`src/rtl/keyed_wdt_pkg.sv`:
```
package keyed_wdt_pkg;
  typedef enum logic [1:0] {
    SEL_KEY    = 2'd0,
    SEL_COUNT  = 2'd1,
    SEL_ENABLE = 2'd2,
    SEL_NONE   = 2'd3
  } wdt_sel_e;

  localparam int unsigned KEY_W       = 16;
  localparam logic [15:0] UNLOCK_KEY  = 16'h482E;
  localparam int unsigned RSTEN_POS   = 0;
  localparam int unsigned CNTEN_POS   = 2;
endpackage

```
`src/rtl/wdt_lock.sv`:
```
module wdt_lock #(
  parameter int unsigned KW = 16,
  parameter logic [KW-1:0] KEY = '0
) (
  input  logic          clk,
  input  logic          rst_n,
  input  logic          key_we,
  input  logic [KW-1:0] key_din,
  output logic [KW-1:0] key_q,
  output logic          unlocked
);
  always_ff @(posedge clk or negedge rst_n) begin
    if (!rst_n)      key_q <= '0;
    else if (key_we) key_q <= key_din;
  end

  assign unlocked = (key_q == KEY);
endmodule

```
`src/rtl/wdt_counter.sv`:
```
module wdt_counter #(
  parameter int unsigned CW = 32
) (
  input  logic          clk,
  input  logic          rst_n,
  input  logic          load,
  input  logic [CW-1:0] load_val,
  input  logic          run,
  output logic [CW-1:0] count,
  output logic          at_zero
);
  assign at_zero = (count == '0);

  always_ff @(posedge clk or negedge rst_n) begin
    if (!rst_n)                count <= '0;
    else if (load)             count <= load_val;
    else if (run && !at_zero)  count <= count - 1'b1;
  end
endmodule

```
`src/rtl/wdt_pulse.sv`:
```
module wdt_pulse #(
  parameter int unsigned PULSE_CYC = 4
) (
  input  logic clk,
  input  logic rst_n,
  input  logic rearm,
  input  logic expired,
  output logic pulse
);
  localparam int unsigned PW = (PULSE_CYC < 2) ? 1 : $clog2(PULSE_CYC + 1);
  localparam logic [PW-1:0] PLEN = PW'(PULSE_CYC);

  logic [PW-1:0] left_q;
  logic          fired_q;
  logic          fire;

  assign fire  = expired && (left_q == '0) && !fired_q;
  assign pulse = (left_q != '0);

  always_ff @(posedge clk or negedge rst_n) begin
    if (!rst_n) begin
      left_q  <= '0;
      fired_q <= 1'b0;
    end else begin
      if (fire)             left_q <= PLEN;
      else if (left_q != 0) left_q <= left_q - 1'b1;
      if (rearm)            fired_q <= 1'b0;
      else if (fire)        fired_q <= 1'b1;
    end
  end
endmodule

```
`src/rtl/keyed_wdt.sv`:
```
module keyed_wdt
  import keyed_wdt_pkg::*;
#(
  parameter int unsigned CNT_W     = 32,
  parameter int unsigned PULSE_CYC = 4
) (
  input  logic             clk,
  input  logic             rst_n,
  input  logic             wr_en,
  input  logic [1:0]       wr_sel,
  input  logic [CNT_W-1:0] wr_data,
  output logic             unlocked_o,
  output logic [CNT_W-1:0] count_o,
  output logic             rst_en_o,
  output logic             cnt_en_o,
  output logic             rst_req_o
);
  logic [KEY_W-1:0] key_q;
  logic             unlocked;
  logic             cnt_wr, en_wr, at_zero;
  logic             rst_en_q, cnt_en_q;

  assign cnt_wr = wr_en && (wdt_sel_e'(wr_sel) == SEL_COUNT)  && unlocked;
  assign en_wr  = wr_en && (wdt_sel_e'(wr_sel) == SEL_ENABLE) && unlocked;

  wdt_lock #(.KW(KEY_W), .KEY(UNLOCK_KEY)) u_lock (
    .clk      (clk),
    .rst_n    (rst_n),
    .key_we   (wr_en && (wdt_sel_e'(wr_sel) == SEL_KEY)),
    .key_din  (wr_data[KEY_W-1:0]),
    .key_q    (key_q),
    .unlocked (unlocked)
  );

  always_ff @(posedge clk or negedge rst_n) begin
    if (!rst_n) begin
      rst_en_q <= 1'b0;
      cnt_en_q <= 1'b0;
    end else if (en_wr) begin
      rst_en_q <= wr_data[RSTEN_POS];
      cnt_en_q <= wr_data[CNTEN_POS];
    end
  end

  wdt_counter #(.CW(CNT_W)) u_cnt (
    .clk      (clk),
    .rst_n    (rst_n),
    .load     (cnt_wr),
    .load_val (wr_data),
    .run      (cnt_en_q),
    .count    (count_o),
    .at_zero  (at_zero)
  );

  wdt_pulse #(.PULSE_CYC(PULSE_CYC)) u_pulse (
    .clk     (clk),
    .rst_n   (rst_n),
    .rearm   (cnt_wr || en_wr),
    .expired (at_zero && cnt_en_q && rst_en_q),
    .pulse   (rst_req_o)
  );

  assign unlocked_o = unlocked;
  assign rst_en_o   = rst_en_q;
  assign cnt_en_o   = cnt_en_q;
endmodule

```
`config.mk`:
```
export PLATFORM = sky130hd
export DESIGN_NAME = keyed_wdt
export DESIGN_NICKNAME = d
export VERILOG_FILES = /design/src/rtl/keyed_wdt_pkg.sv /design/src/rtl/wdt_lock.sv /design/src/rtl/wdt_counter.sv /design/src/rtl/wdt_pulse.sv /design/src/rtl/keyed_wdt.sv
export SDC_FILE = /design/constraint.sdc
export NUM_CORES = 1
export LEC_CHECK = 0
export ABC_AREA = 1
export BUFFER_PORTS_ARGS = -buffer_cell sky130_fd_sc_hd__buf_2
export CORE_MARGIN = 5
export CORE_UTILIZATION = 46
export CTS_CLUSTER_SIZE = 24
export DETAILED_ROUTE_END_ITERATION = 12
export GPL_TIMING_DRIVEN = 0
export PLACE_DENSITY_LB_ADDON = 0.08
export SYNTH_ARGS = -nofsm -noshare
export SYNTH_HDL_FRONTEND = slang
export SYNTH_SLANG_ARGS = --single-unit
```
`constraint.sdc`:
```
create_clock -name clk -period 5.35 [get_ports clk]
set_clock_uncertainty 0.2 [all_clocks]
set_input_delay 0.2675 -clock clk [delete_from_list [all_inputs] [get_ports clk]]
set_output_delay 0.2675 -clock clk [all_outputs]
set_load 0.01 [all_outputs]
```
==> summary.txt <==
Drt
  • Vias per cell: 5.091
  • DR pass1 iterations: 5
  • Antenna Nets Post-Route: 0
  • Via count: 3747
  • DRC viols: 0
  • First DRT Iteration DRCs: 235
  • Avg WL per Cell: 14.61 um
  • Drt total wl: 10750 um

Worst setup path
  • Kind of critical path: reg2reg
  • Worst reg-to-reg setup slack: 3.17 ns
  • Element type at the critical path end: flip-flop
  • Critical path startpoint: u_cnt.count[6]
  • Worst Setup EP: u_cnt.count[31]
  • FF-to-FF End: u_cnt.count[31]
  • Crit start category: flip-flop
  • Reg-to-reg critical path startpoint: u_cnt.count[6]
  • Reg2Reg Depth: 8
  • Req. time, crit path: 5.39 ns
  • CP arrival: 2.21 ns
  • Crit-path max FO: 9

Synthesis
  • Most instantiated cells after synthesis: nand2_1 (206), nor2_1 (75), dfrtp_1 (54), inv_1 (54), nand3_1 (47)
  • Netlist cell types: 27
  • Asr flop ratio synth: 1.000
  • Post-synth EDFFs: 0
  • Synth Area per Inst: 6.587 sq um
  • YS warnings: 0
  • Most common cell in the netlist: nand2_1
  • Seq/Total Area, Yosys: 0.3771
  • Mapped Area: 3583 sq um
  • Synth top area share: 0.3771
  • Yosys reg bits: 54
  • Syn nets: 585
  • Post-Synthesis Cells: 544
  • Main area contributors after synthesis: dfrtp_1 (38%), nand2_1 (22%), nor2_1 (7.9%), nand3_1 (6.6%), inv_1 (5.7%)
  • Main flop type after synthesis: dfrtp_1
  • Area leader, netlist: dfrtp_1

Timing
  • Unrepaired setup endpoints after global routing: no
  • Hold Fails Final Rpt: 0
  • Tmin final: 2.179 ns
  • Max_slew headroom: 0.5175
  • Max-slew violations: 0
  • Hold_ws: 0.0007818 ns
  • Final setup viols: 0
  • Fin worst setup slack: 3.171 ns
  • Worst Tran Pin Value: 0.7237 ns
  • Fmax: 0.4590 GHz
  • Fin crit share: 0.4072
  • Total Neg Setup Slack: 0 ns

Outcome
  • Status: finished clean

Floorplan
  • Die Area: 9655 sq um
  • Die Ht: 98.26 um
  • Io pins: 73
  • Area of the core: 7647 sq um
  • Initial Utilization: 0.4686
  • Num rows: 32
  • Die width: 98.26 um

Clock network
  • Cts repair resizes: 0
  • Post-CTS Setup Bufs: 0
  • Root Driver: clkbuf_8
  • TritonCTS buffer count: 5
  • Clock latency on the worst-skew pair: 0.33 ns
  • Sink Count: 54
  • CTS H-tree depth: 2
  • Hold_buf cts: 9
  • CTS tree: yes
  • Clock slew at reported path FFs: 0.12 ns
  • Clock tree buffer depth: 2

Place
  • RD Place Congestion: 0.9148
  • Number of buffers added on ports: 72
  • Hpwl dp: 8299 um
  • Setup WS pre-CTS: 3.248 ns

GRT
  • Grt met1 use: 0.3056
  • Initial antenna violation count: 0
  • GRT met2 Usage: 0.3838
  • Vias in the first global route: 3668
  • Largest net degree at the start of global routing: 55
  • GRT overflow: 0
  • GR Util met3: 0.03714
  • Gr usage total: 0.2281
  • GRT Max-Usage Layer: met2
  • Global-route wire length before repair: 17770 um

Power
  • Max IR drop VDD: 0.1055 mV
  • PwrDens: 193.2 nW/um^2
  • Total chip power: 0.8253 mW
  • P_leak: 2.315 nW

Layout
  • # fillers: 789
  • # nets final: 674
  • Fin util: 0.5586
  • Share of layout cells above drive strength 1: 0.1814
  • Synth-to-layout area growth: 19.20%
  • # diodes: 0

Run
  • Maxcap violations: 0

Worst hold path
  • Worst Hold Class: in2reg
[state kept, by name (all words and copies together) (netlist names)]
name             flops
u_pulse.left_q       3
rst_en_o             1
u_lock.key_q        16
u_pulse.fired_q      1
cnt_en_o             1
u_cnt.count         32
[stage by stage]
| stage | cell area, sq um | cells |
|---|---|---|
| 2_1_floorplan | 3583 | 544 |
| 3_3_place_gp | 4071 | 718 |
| 3_5_place_dp | 4071 | 718 |
| 4_1_cts | 4259 | 735 |
| 5_1_grt | 4272 | 736 |
| 6_report | 4272 | 736 |
[layout by cell type, fill, tap and decap left out, drive strengths merged, types with 4 or more instances in the layout]
| master | n |
|---|---|
| xnor2 | 8 |
| xor2 | 4 |
| buf | 80 |
| or2 | 7 |
| nor3 | 4 |
| clkbuf | 9 |
| dfrtp | 54 |
| nand3 | 48 |
| o21ai | 32 |
| nand2 | 210 |
| ha | 4 |
| mux2 | 6 |
| dlygate4sd3 | 10 |
| nand4 | 11 |
| nor2 | 82 |
| inv | 57 |
[worst max-delay path, cell delays in order, from the launching register on]
cell	delay [ns]
dfrtp_1	0.47
nor2_1	0.24
nand2_1	0.12
nor2_2	0.38
nand2_1	0.25
o21ai_0	0.21
nand3_1	0.09
nand3_1	0.08
nand2_1	0.05
[worst min path at each step]
stage | startpoint | to | slack (ns) | cells past startpoint
floorplan | rst_n | cnt_en_o | -0.23 | 0
global placement | u_lock.key_q[5] | u_lock.key_q[5] | 0.27 | 2
detailed placement | u_lock.key_q[6] | u_lock.key_q[6] | 0.28 | 2
CTS | wr_data[6] | u_lock.key_q[6] | 0.005 | 3
global route | wr_data[6] | u_lock.key_q[6] | 0.007 | 3
finish | wr_data[6] | u_lock.key_q[6] | 0.0008 | 3
[cell families (layout without fill, tap and decap cells)]
kind of cell | after synthesis | in the layout | share of synthesized area
mux | 6 | 6 | 0.01885
compound gates | 35 | 35 | 0.05202
xor+xnor | 12 | 12 | 0.02933
flops | 54 | 54 | 0.3771
simple gates | 366 | 366 | 0.4316
buf+inv | 67 | 157 | 0.07716
fa+ha+maj | 4 | 4 | 0.01397
[final cells by class]
| type | instances | area [sq um] | share of cell area |
|---|---|---|---|
| clock buffers | 5 | 68.82 | 0.01611 |
| clock inverters | 3 | 28.78 | 0.006737 |
| repair buffers | 82 | 462.9 | 0.1084 |
| inverters | 55 | 209.0 | 0.04892 |
| plain buffers | 12 | 67.56 | 0.01582 |
| well taps | 102 | 127.6 | 0.02988 |
| multi-input cells | 423 | 1956 | 0.4578 |
| flip-flops and latches | 54 | 1351 | 0.3163 |
[per-layer routing]
layer | wire, um | up-vias
met2 | 5050 | 122
met1 | 4795 | 1718
met3 | 710 | 21
li1 | - | 1886
met5 | 0 | -
met4 | 197 | 0
[power by group]
group,switching [mW],internal (mW)
registers,0.0188,0.433
logic,0.0676,0.0477
clock network,0.160,0.0985
total,0.246,0.579
Note: power is estimated with default switching activity, not from simulation.
